$ cat config.mk
export PLATFORM = sky130hd
export DESIGN_NAME = refclk_prediv
export DESIGN_NICKNAME = d
export VERILOG_FILES = /design/src/rtl/prediv_pkg.sv /design/src/rtl/prediv_sync_edge.sv /design/src/rtl/prediv_cfg_regs.sv /design/src/rtl/prediv_ratio_sel.sv /design/src/rtl/prediv_counter.sv /design/src/rtl/refclk_prediv.sv
export SDC_FILE = /design/constraint.sdc
export NUM_CORES = 1
export LEC_CHECK = 0
export ABC_CLOCK_PERIOD_IN_PS = 7750
export BUFFER_PORTS_ARGS = -buffer_cell sky130_fd_sc_hd__buf_2
export CAP_MARGIN = 20
export CORE_ASPECT_RATIO = 1.2
export CORE_MARGIN = 2
export CORE_UTILIZATION = 45
export CTS_CLUSTER_SIZE = 28
export DETAILED_ROUTE_END_ITERATION = 8
export HOLD_SLACK_MARGIN = 0.03
export PLACE_DENSITY = 0.71
export SKIP_LAST_GASP = 1
export SLEW_MARGIN = 20
export SYNTH_ARGS = -nofsm -noshare
export SYNTH_HDL_FRONTEND = slang
export SYNTH_SLANG_ARGS = --single-unit
$ cat constraint.sdc
create_clock -name clk -period 7.75 [get_ports clk]
set_input_delay 2.325 -clock clk [delete_from_list [all_inputs] [get_ports clk]]
set_output_delay 2.325 -clock clk [all_outputs]
set_load 0.005 [all_outputs]
$ cat src/rtl/prediv_pkg.sv
package prediv_pkg;

  typedef enum logic [1:0] {
    MODE_PASS   = 2'd0,
    MODE_AUTO   = 2'd1,
    MODE_MANUAL = 2'd2
  } prediv_mode_e;

  // largest ratio the automatic table can produce
  localparam int unsigned AUTO_RATIO_MAX = 2430;

  typedef struct packed {
    logic        valid;
    logic [15:0] ratio;
  } spot_ratio_t;

  // spot code to divide ratio that brings the reference down to 8 kHz
  function automatic spot_ratio_t spot_lookup(input logic [3:0] code, input logic sonet);
    spot_ratio_t r;
    r.valid = 1'b1;
    case (code)
      4'd0:    r.ratio = 16'd1;
      4'd1:    r.ratio = 16'd8;
      4'd2:    r.ratio = sonet ? 16'd193 : 16'd256;
      4'd3:    r.ratio = 16'd810;
      4'd4:    r.ratio = 16'd2430;
      default: begin
        r.valid = 1'b0;
        r.ratio = 16'd1;
      end
    endcase
    return r;
  endfunction

endpackage

$ cat src/rtl/prediv_sync_edge.sv
module prediv_sync_edge (
  input  logic clk,
  input  logic rst,
  input  logic ref_async,
  output logic rise_o,
  output logic fall_o
);

  logic meta_q, stab_q, last_q;

  always_ff @(posedge clk) begin
    if (rst) begin
      meta_q <= 1'b0;
      stab_q <= 1'b0;
      last_q <= 1'b0;
    end else begin
      meta_q <= ref_async;
      stab_q <= meta_q;
      last_q <= stab_q;
    end
  end

  assign rise_o = stab_q & ~last_q;
  assign fall_o = ~stab_q & last_q;

endmodule

$ cat src/rtl/prediv_cfg_regs.sv
module prediv_cfg_regs #(
  parameter int NUM_REFS = 4,
  parameter int N_MAX    = 12499,
  localparam int ADDR_W  = $clog2(NUM_REFS + 3),
  localparam int N_W     = $clog2(N_MAX + 1)
) (
  input  logic                  clk,
  input  logic                  rst,
  input  logic                  net_type_pin_i,
  input  logic                  wr_en_i,
  input  logic [ADDR_W-1:0]     wr_addr_i,
  input  logic [7:0]            wr_data_i,
  output logic [NUM_REFS*8-1:0] cfg_flat_o,
  output logic [N_W-1:0]        n_o,
  output logic                  falling_o,
  output logic                  sonet_o,
  output logic                  clamp_err_o
);

  localparam int A_NLO  = NUM_REFS;
  localparam int A_NHI  = NUM_REFS + 1;
  localparam int A_CTRL = NUM_REFS + 2;

  logic [7:0]     cfg_q [NUM_REFS];
  logic [7:0]     nlo_q;
  logic [N_W-1:0] n_q;
  logic           fall_q, sonet_q, err_q;
  logic [15:0]    n_full;

  assign n_full = {wr_data_i, nlo_q};

  generate
    for (genvar g = 0; g < NUM_REFS; g++) begin : g_cfg
      always_ff @(posedge clk) begin
        if (rst)
          cfg_q[g] <= 8'h00;
        else if (wr_en_i && int'(wr_addr_i) == g)
          cfg_q[g] <= wr_data_i;
      end
      assign cfg_flat_o[g*8 +: 8] = cfg_q[g];
    end
  endgenerate

  always_ff @(posedge clk) begin
    if (rst) begin
      nlo_q   <= 8'h00;
      n_q     <= N_W'(1);
      fall_q  <= 1'b0;
      sonet_q <= net_type_pin_i;
      err_q   <= 1'b0;
    end else if (wr_en_i) begin
      if (int'(wr_addr_i) == A_NLO)
        nlo_q <= wr_data_i;
      if (int'(wr_addr_i) == A_NHI) begin
        if (n_full == 16'd0) begin
          n_q   <= N_W'(1);
          err_q <= 1'b1;
        end else if (int'(n_full) > N_MAX) begin
          n_q   <= N_W'(N_MAX);
          err_q <= 1'b1;
        end else begin
          n_q <= N_W'(n_full);
        end
      end
      if (int'(wr_addr_i) == A_CTRL) begin
        fall_q  <= wr_data_i[0];
        sonet_q <= wr_data_i[1];
      end
    end
  end

  assign n_o         = n_q;
  assign falling_o   = fall_q;
  assign sonet_o     = sonet_q;
  assign clamp_err_o = err_q;

  // committed N always inside the legal window
  assert_n_in_range_R4: assert property (@(posedge clk) disable iff (rst)
    (int'(n_q) >= 1) && (int'(n_q) <= N_MAX));

  // clamp flag is sticky
  assert_err_sticky_R4: assert property (@(posedge clk) disable iff (rst)
    err_q |=> err_q);

endmodule

$ cat src/rtl/prediv_ratio_sel.sv
module prediv_ratio_sel
  import prediv_pkg::*;
#(
  parameter int N_MAX    = 12499,
  localparam int N_W     = $clog2(N_MAX + 1),
  localparam int RMAX    = ((N_MAX + 1) > int'(AUTO_RATIO_MAX)) ? (N_MAX + 1) : int'(AUTO_RATIO_MAX),
  localparam int RATIO_W = $clog2(RMAX + 1)
) (
  input  logic               clk,
  input  logic               rst,
  input  logic [7:0]         cfg_i,
  input  logic [N_W-1:0]     n_i,
  input  logic               sonet_i,
  output prediv_mode_e       mode_o,
  output logic [RATIO_W-1:0] ratio_o,
  output logic               unsupported_o
);

  spot_ratio_t spot;

  always_comb begin
    spot          = spot_lookup(cfg_i[3:0], sonet_i);
    unsupported_o = 1'b0;
    if (cfg_i[7]) begin
      mode_o  = MODE_MANUAL;
      ratio_o = RATIO_W'(n_i) + RATIO_W'(1);
    end else if (cfg_i[6]) begin
      mode_o = MODE_AUTO;
      if (spot.valid) begin
        ratio_o = RATIO_W'(spot.ratio);
      end else begin
        ratio_o       = RATIO_W'(1);
        unsupported_o = 1'b1;
      end
    end else begin
      mode_o  = MODE_PASS;
      ratio_o = RATIO_W'(1);
    end
  end

  // unsupported spot code always falls back to a ratio of one
  assert_bypass_on_bad_code_R5: assert property (@(posedge clk) disable iff (rst)
    unsupported_o |-> (ratio_o == RATIO_W'(1)));

  // manual mode ratio is never below two
  assert_manual_ratio_R3: assert property (@(posedge clk) disable iff (rst)
    (mode_o == MODE_MANUAL) |-> (ratio_o >= RATIO_W'(2)));

endmodule

$ cat src/rtl/prediv_counter.sv
module prediv_counter #(
  parameter int RATIO_W = 14,
  parameter int SIG_W   = 20
) (
  input  logic               clk,
  input  logic               rst,
  input  logic               event_i,
  input  logic [RATIO_W-1:0] ratio_i,
  input  logic [SIG_W-1:0]   sig_i,
  output logic               strobe_o
);

  logic [RATIO_W-1:0] cnt_q;
  logic [SIG_W-1:0]   sig_q;
  logic               changed;
  logic               last;
  logic               strobe_q;

  assign changed = (sig_i != sig_q);
  assign last    = (cnt_q == ratio_i - RATIO_W'(1));

  always_ff @(posedge clk) begin
    if (rst) begin
      cnt_q    <= '0;
      sig_q    <= '0;
      strobe_q <= 1'b0;
    end else begin
      sig_q    <= sig_i;
      strobe_q <= 1'b0;
      if (changed) begin
        cnt_q <= '0;
      end else if (event_i) begin
        if (last) begin
          cnt_q    <= '0;
          strobe_q <= 1'b1;
        end else begin
          cnt_q <= cnt_q + RATIO_W'(1);
        end
      end
    end
  end

  assign strobe_o = strobe_q;

  // a configuration change restarts the count
  assert_restart_on_change_R8: assert property (@(posedge clk) disable iff (rst)
    changed |=> (cnt_q == '0));

  // with stable configuration the count stays below the ratio
  assert_cnt_below_ratio_R3: assert property (@(posedge clk) disable iff (rst)
    !changed |-> (cnt_q < ratio_i));

  // strobe never lasts two cycles
  assert_strobe_single_R10: assert property (@(posedge clk) disable iff (rst)
    strobe_q |=> !strobe_q);

endmodule

$ cat src/rtl/refclk_prediv.sv
module refclk_prediv
  import prediv_pkg::*;
#(
  parameter int NUM_REFS = 4,
  parameter int N_MAX    = 12499,
  localparam int SEL_W   = (NUM_REFS > 1) ? $clog2(NUM_REFS) : 1,
  localparam int ADDR_W  = $clog2(NUM_REFS + 3),
  localparam int N_W     = $clog2(N_MAX + 1),
  localparam int RMAX    = ((N_MAX + 1) > int'(AUTO_RATIO_MAX)) ? (N_MAX + 1) : int'(AUTO_RATIO_MAX),
  localparam int RATIO_W = $clog2(RMAX + 1),
  localparam int SIG_W   = SEL_W + 2 + RATIO_W + 1
) (
  input  logic              clk,
  input  logic              rst,
  input  logic [NUM_REFS-1:0] ref_i,
  input  logic [SEL_W-1:0]  ref_sel_i,
  input  logic              net_type_pin_i,
  input  logic              wr_en_i,
  input  logic [ADDR_W-1:0] wr_addr_i,
  input  logic [7:0]        wr_data_i,
  output logic              cmp_strobe_o,
  output logic              edge_pol_o,
  output logic              unsupported_o,
  output logic              n_clamp_err_o
);

  logic [NUM_REFS-1:0]   rise, fall;
  logic [NUM_REFS*8-1:0] cfg_flat;
  logic [N_W-1:0]        n_val;
  logic                  falling, sonet, clamp_err;
  logic                  sel_ok;
  logic [7:0]            cfg_sel;
  logic                  rise_sel, fall_sel, edge_ev;
  prediv_mode_e          mode;
  logic [RATIO_W-1:0]    ratio;
  logic                  unsup_c, unsup_q;
  logic [SIG_W-1:0]      sig;

  generate
    for (genvar g = 0; g < NUM_REFS; g++) begin : g_sync
      prediv_sync_edge u_sync (
        .clk       (clk),
        .rst       (rst),
        .ref_async (ref_i[g]),
        .rise_o    (rise[g]),
        .fall_o    (fall[g])
      );
    end
  endgenerate

  prediv_cfg_regs #(.NUM_REFS(NUM_REFS), .N_MAX(N_MAX)) u_cfg (
    .clk            (clk),
    .rst            (rst),
    .net_type_pin_i (net_type_pin_i),
    .wr_en_i        (wr_en_i),
    .wr_addr_i      (wr_addr_i),
    .wr_data_i      (wr_data_i),
    .cfg_flat_o     (cfg_flat),
    .n_o            (n_val),
    .falling_o      (falling),
    .sonet_o        (sonet),
    .clamp_err_o    (clamp_err)
  );

  assign sel_ok = (int'(ref_sel_i) < NUM_REFS);

  always_comb begin
    cfg_sel  = 8'h00;
    rise_sel = 1'b0;
    fall_sel = 1'b0;
    for (int i = 0; i < NUM_REFS; i++) begin
      if (sel_ok && int'(ref_sel_i) == i) begin
        cfg_sel  = cfg_flat[i*8 +: 8];
        rise_sel = rise[i];
        fall_sel = fall[i];
      end
    end
  end

  assign edge_ev = sel_ok & (falling ? fall_sel : rise_sel);

  prediv_ratio_sel #(.N_MAX(N_MAX)) u_ratio (
    .clk           (clk),
    .rst           (rst),
    .cfg_i         (cfg_sel),
    .n_i           (n_val),
    .sonet_i       (sonet),
    .mode_o        (mode),
    .ratio_o       (ratio),
    .unsupported_o (unsup_c)
  );

  assign sig = {ref_sel_i, mode, ratio, falling};

  prediv_counter #(.RATIO_W(RATIO_W), .SIG_W(SIG_W)) u_cnt (
    .clk      (clk),
    .rst      (rst),
    .event_i  (edge_ev),
    .ratio_i  (ratio),
    .sig_i    (sig),
    .strobe_o (cmp_strobe_o)
  );

  always_ff @(posedge clk) begin
    if (rst) unsup_q <= 1'b0;
    else     unsup_q <= unsup_c & sel_ok;
  end

  assign unsupported_o = unsup_q;
  assign edge_pol_o    = falling;
  assign n_clamp_err_o = clamp_err;

  // an out-of-range select never yields a strobe
  assert_no_strobe_bad_sel_R1: assert property (@(posedge clk) disable iff (rst)
    (!sel_ok && $past(!sel_ok)) |=> !cmp_strobe_o);

endmodule

==> out/metrics.csv, run 1 <==
metric,value,unit
p_per_area,206,nW/um^2
r2r_end,u_cnt.cnt_q[2]$_SDFFE_PP0P_,
antennaDiodeCount,0,
drtIter0Drc,239,
crit_arrival,7.03,ns
yosys-top-cells-area,"dfxtp_1, edfxtp_1, xnor2_1, xor2_1, nor2_1",
r2r_cells,14,
ys.flop_type,dfxtp_1,
clk_latency,0.35,ns
ys_warn_count,0,
max_slew_margin,0.474,
h-tree-depth,3,
dieArea,12200,sq um
hold_end,g_sync[0].u_sync.stab_q$_SDFF_PP0_,
drc,0,
internal_power,0.000848,W
totalWireLength,11800,um
yosys.area_share.simple,0.281,
synth-compound-area-share,0.112,
synth.area.mux_share,0.0544,
cts_repair_resize_count,0,
fin_nets,578,
synth-async-reset-ratio,0,
ir_drop,0.0975,mV
min_from,g_sync[0].u_sync.meta_q$_SDFF_PP0_,
core-area,11000,sq um
cts_setup_buffers,0,
crit_fanout,16,
seq_area_frac_synth,0.425,
worstHoldPathType,reg -> reg,
netlist_area,5110,sq um
dp_hpwl,8810,um
pwr-share-seq,0.471,
setup.worst_path.end_class,register,
layout_common_cells,"dfxtp_1, nor2_1, nand2_1",
netlist.area_leader.share,0.278,
io-pin-count,25,
setup_ws,0.927,ns
cts_sinks,96,
final.setup.tns,0,ns
cp.required,7.95,ns
grt_antenna_before_repair,0,
cts_tree,done,
rsz0062_at_grt,false,
finalSetupViolCount,0,
grt_pass1_wl,19200,um
critPathKind,in -> reg,
period_needed,6.82,ns
final_util,0.506,
ant_nets,0,
post-place-ws,0.644,ns
first_global_vias,3962,
grt_usage,0.204,
finalHoldViolations,0,
final_common_cell,dfxtp_1,
nFillCells,1014,
synth_edf_count,25,
r2r_slack,2.93,ns
power.leakage,2.00,nW
die-width,101,um
syn_inst,545,
drive_gt1_frac,0.132,
row_count,42,
synth_top_family_by_area,simple AND/OR/NAND/NOR gates,
hold_depth,1,
skew,0.00327,ns
ys_ff_latch,96,
numCtsBuffers,9,
ys_types,70,
synthesis.nets,569,
grt_max_degree,63,
overflow,0,
swShare,0.263,
synth_fa_ha_area_frac,0.00735,
clock_power_share,0.393,
via_count,4012,
finalMaxSlewViolations,0,
syn_avg_cell_area,9.38,sq um
post_drt_via_cell_ratio,5.81,
place_congestion,0.943,
hold-worst-slack,0.471,ns
r2r-start,u_cfg.cfg_q[2][7]$_SDFFCE_PN0P_,
cts_hold_buf,0,
root_buffer,clkbuf_16,
clock.fmax,147,MHz
status,"complete, no violations",
yosysTopAreaCell,dfxtp_1,
start_util,0.463,
p_comb_frac,0.136,
tightest_slew,0.784,ns
die_height,121,um
p_sw,0.000303,W
synth_xor_area_frac,0.0891,
finalCritPeriodShare,0.880,
maxCapViolations,0,
start_kind,input port,
first_pass_iters,4,
syn_to_final_growth,9.33,%
io_buffer_count,24,
cts_buffer_depth,2,
clk_pin_slew,0.07,ns
wl_per_cell,17.1,um
worst max-delay path by stage:
stage            startpoint                     endpoint  slack, ns
2_1_floorplan  ref_sel_i[1]  u_cnt.cnt_q[7]$_SDFFE_PP0P_       1.44
4_1_cts        ref_sel_i[0]  u_cnt.cnt_q[2]$_SDFFE_PP0P_       0.99
5_1_grt        ref_sel_i[0]  u_cnt.cnt_q[2]$_SDFFE_PP0P_       0.57
3_5_place_dp   ref_sel_i[0]  u_cnt.cnt_q[2]$_SDFFE_PP0P_       0.64
6_report       ref_sel_i[0]  u_cnt.cnt_q[2]$_SDFFE_PP0P_       0.93
3_3_place_gp   ref_sel_i[0]  u_cnt.cnt_q[2]$_SDFFE_PP0P_       0.81
layer usage:
layer | global-route usage | part of all wire | vias up
met5 | 0 | 0 | -
met4 | 0.131 | 0.056 | 0
met3 | 0.0422 | 0.038 | 37
met2 | 0.336 | 0.49 | 109
met1 | 0.238 | 0.42 | 1900
li1 | - | - | 1966
logic make-up after synthesis:
| logic type | count (synthesis) |
|---|---|
| flops | 96 |
| buf+inv | 36 |
| compound gates | 81 |
| xor+xnor | 52 |
| mux | 20 |
| simple gates | 257 |
| fa+ha+maj | 3 |
through the flow:
| stage | power [W] | instance area, sq um | instances |
|---|---|---|---|
| after detailed placement | 0.000708 | 5290 | 675 |
| after global placement | 0.000704 | 5290 | 675 |
| after CTS | 0.00116 | 5590 | 691 |
| after floorplan | 0.000670 | 5110 | 545 |
| after global routing | 0.00119 | 5590 | 691 |
| final | 0.00115 | 5590 | 691 |
synthesized netlist by cell type, types with 3 or more instances:
cell and instances:
nand2b_1 6, a31oi_1 4, nor3b_1 6, edfxtp_1 25
nor3_1 23, nand3_1 22, nand4_1 8, nor4_1 11
nand4b_1 3, ha_1 3, nor2b_1 27, or3_1 6
mux2i_1 12, and2_1 27, nor2_2 10, a211oi_1 3
a21oi_1 25, inv_1 7, nand2_1 31, o21a_1 4
and3_1 9, a21o_1 3, xnor2_1 29, buf_6 3
xor2_1 23, clkbuf_1 24, dfxtp_1 71, mux4_2 6
and4_1 4, nor2_1 49, o21ai_0 14
area by class of cell:
type / count / area [sq um] / area share
Clock buffer: 9 / 225 / 0.0403
Timing Repair Buffer: 27 / 143 / 0.0255
Inverter: 7 / 26.3 / 0.00470
Multi-Input combinational cell: 413 / 2780 / 0.497
Sequential cell: 96 / 2170 / 0.389
Clock inverter: 7 / 76.3 / 0.0137
Tap cell: 132 / 165 / 0.0296
critical path: stages:
cell	delay (ns)
buf_2	0.33
mux4_2	0.62
or3b_1	0.50
o41ai_4	0.60
ha_1	0.35
nor4b_1	0.28
a21oi_1	0.09
xnor2_1	0.13
a221oi_1	0.30
xor2_1	0.20
nand4_1	0.12
nor3_2	0.22
nand4_2	0.18
o31ai_4	0.64
nor3_1	0.12
power by group through the flow:
stage	registers [W]	logic (W)	clock network, W
2_1_floorplan	0.000549	0.000121	0
4_1_cts	0.000543	0.000155	0.000458
5_1_grt	0.000544	0.000171	0.000477
6_report	0.000543	0.000156	0.000453
3_3_place_gp	0.000554	0.000150	0
3_5_place_dp	0.000554	0.000154	0
registers in the layout, summed over array words and instances (netlist names), 4 cells and up:
| signal | flops |
|---|---|
| u_cnt.sig_q | 19 |
| g_sync.u_sync.meta_q | 4 |
| g_sync.u_sync.stab_q | 4 |
| u_cfg.cfg_q | 24 |
| u_cfg.n_o | 14 |
| u_cnt.cnt_q | 14 |
| g_sync.u_sync.last_q | 4 |
| u_cfg.nlo_q | 8 |
Power figures use the tool's default switching activity.
==> inputs of run 2 (changes only) <==
--- a/config.mk
+++ b/config.mk
@@ -14,7 +14,7 @@
 export CTS_CLUSTER_SIZE = 28
 export DETAILED_ROUTE_END_ITERATION = 8
 export HOLD_SLACK_MARGIN = 0.03
-export PLACE_DENSITY = 0.71
+export PLACE_DENSITY_LB_ADDON = 0.2
 export SKIP_LAST_GASP = 1
 export SLEW_MARGIN = 20
 export SYNTH_ARGS = -nofsm -noshare
==> run 2 against run 1 <==
Non-clock buffer count did not move. First-iteration DRC count decreased by 15%. Critical path type unchanged. Sequential power about the same. Flip-flop and latch count did not move. Design area up 0.45%. Setup slack gained 0.032 ns. Largest power group unchanged.
==> out/metrics.csv, run 2 (synthesis results as in run 1) <==
metric,value,unit
r2r_slack,2.98,ns
clk_latency,0.34,ns
critPathKind,in -> reg,
hold_depth,1,
grt_antenna_before_repair,0,
ant_nets,0,
start_kind,input port,
cts_setup_buffers,0,
layout_common_cells,"dfxtp_1, nor2_1, nand2_1",
io_buffer_count,24,
grt_pass1_wl,19000,um
drive_gt1_frac,0.132,
die_height,121,um
ir_drop,0.119,mV
p_per_area,210,nW/um^2
clock.fmax,147,MHz
antennaDiodeCount,0,
core-area,11000,sq um
first_global_vias,3768,
placed_area,5290,sq um
totalWireLength,11300,um
post_drt_via_cell_ratio,5.54,
fin_area,5610,sq um
drtIter0Drc,202,
numCtsBuffers,9,
period_needed,6.79,ns
cp.required,7.95,ns
internal_power,0.000882,W
dieArea,12200,sq um
cts_sinks,96,
finalSetupViolCount,0,
row_count,42,
crit_arrival,6.99,ns
top_regs,"u_cfg.cfg_q (24), u_cnt.sig_q (19)",
place_congestion,0.925,
skew,0.00512,ns
root_buffer,clkbuf_16,
finalHoldViolations,0,
power,0.00118,W
min_from,g_sync[2].u_sync.meta_q$_SDFF_PP0_,
cts_hold_buf,0,
crit_fanout,16,
cts_repair_resize_count,0,
rsz0062_at_grt,false,
via_count,3828,
maxCapViolations,0,
cts_tree,done,
r2r_cells,14,
r2r-start,u_cfg.cfg_q[2][7]$_SDFFCE_PN0P_,
slowest_stage,o41ai_4,
r2r_end,u_cnt.cnt_q[2]$_SDFFE_PP0P_,
grt_usage,0.199,
crit_chain,buf_2 -> mux4_2 -> or3b_1 -> o41ai_4 -> ha_1 -> nor4b_1 -> a21oi_1 -> xnor2_1 -> a221oi_1 -> xor2_1 -> nand4_1 -> nor3_2 -> nand4_2 -> o31ai_4 -> nor3_1,
setup.worst_path.end_class,register,
syn_to_final_growth,9.82,%
critPathBufInv,1,
finalMaxSlewViolations,0,
die-width,101,um
final_common_cell,dfxtp_1,
hold_end,g_sync[2].u_sync.stab_q$_SDFF_PP0_,
pwr-share-seq,0.459,
critPathMaxStageDelay,0.63,ns
post-place-ws,0.570,ns
tightest_slew,0.739,ns
fin_nets,578,
p_sw,0.000299,W
cts_buffer_depth,2,
drc,0,
wl_per_cell,16.4,um
overflow,0,
clock_power_share,0.410,
crit_family,compound AO/OA/AOI/OAI gates,
largest_reg_flops,24,
io-pin-count,25,
start_util,0.463,
final_util,0.509,
first_pass_iters,4,
setup_ws,0.959,ns
status,"complete, no violations",
dp_hpwl,8400,um
power.leakage,2.01,nW
grt_max_degree,63,
clk_pin_slew,0.07,ns
worstHoldPathType,reg -> reg,
h-tree-depth,3,
max_slew_margin,0.506,
swShare,0.253,
top_register,u_cfg.cfg_q,
final.setup.tns,0,ns
finalCritPeriodShare,0.876,
p_comb_frac,0.131,
## run 2: cell count changes in the layout (fill, tap and decap cells not counted), sizes merged
| cell | change |
|---|---|
| clkinvlp | -1 |
| bufinv | +1 |
## run 2: worst register-to-register path: cells and delay by family, from the launching register on
| family | cells | cell delay, ns |
|---|---|---|
| AO/OA/AOI/OAI | 4 | 1.66 |
| AND/OR/NAND/NOR | 6 | 1.39 |
| multiplexers | 1 | 0.48 |
| flip-flops | 1 | 0.41 |
| adder cells (fa/ha/maj) | 1 | 0.36 |
| XOR/XNOR | 2 | 0.32 |
## run 2: cell type report
| cell class | instances | area [sq um] |
|---|---|---|
| timing repair buffer | 27 | 143 |
| clock buffer | 9 | 225 |
| inverter | 7 | 26.3 |
| sequential | 96 | 2170 |
| multi-input combinational | 413 | 2780 |
| tap | 132 | 165 |
| clock inverter | 7 | 101 |
| fill | 1001 | 5420 |
## run 2: through the flow
stage                     instances  hold WS (ns)
after global routing            691         0.458
after CTS                       691         0.445
final                           691         0.438
after floorplan                 545         0.414
after detailed placement        675         0.437
after global placement          675         0.419
## run 2: worst max path at each step
stage | from | endpoint | slack (ns) | cells past startpoint
after global placement | ref_sel_i[0] | u_cnt.cnt_q[2]$_SDFFE_PP0P_ | 0.75 | 15
final | ref_sel_i[0] | u_cnt.cnt_q[2]$_SDFFE_PP0P_ | 0.96 | 15
after CTS | ref_sel_i[0] | u_cnt.cnt_q[2]$_SDFFE_PP0P_ | 0.95 | 15
after detailed placement | ref_sel_i[0] | u_cnt.cnt_q[2]$_SDFFE_PP0P_ | 0.57 | 15
after floorplan | ref_sel_i[1] | u_cnt.cnt_q[7]$_SDFFE_PP0P_ | 1.44 | 18
after global routing | ref_sel_i[0] | u_cnt.cnt_q[2]$_SDFFE_PP0P_ | 0.57 | 15
## run 2: metal layers
metal | vias to the layer above | routed length, um | part of all wire | GRT usage
met3 | 14 | 267 | 0.024 | 0.0335
li1 | 1959 | - | - | -
met1 | 1799 | 5140 | 0.45 | 0.249
met2 | 56 | 5700 | 0.50 | 0.338
met4 | 0 | 199 | 0.018 | 0.0777
met5 | - | 0 | 0 | 0
## run 2: power by group through the flow
stage	clock (W)	sequential, W	combinational, W
floorplan	0	0.000549	0.000121
global placement	0	0.000553	0.000151
detailed placement	0	0.000554	0.000155
CTS	0.000495	0.000543	0.000155
global route	0.000517	0.000544	0.000171
finish	0.000484	0.000542	0.000155
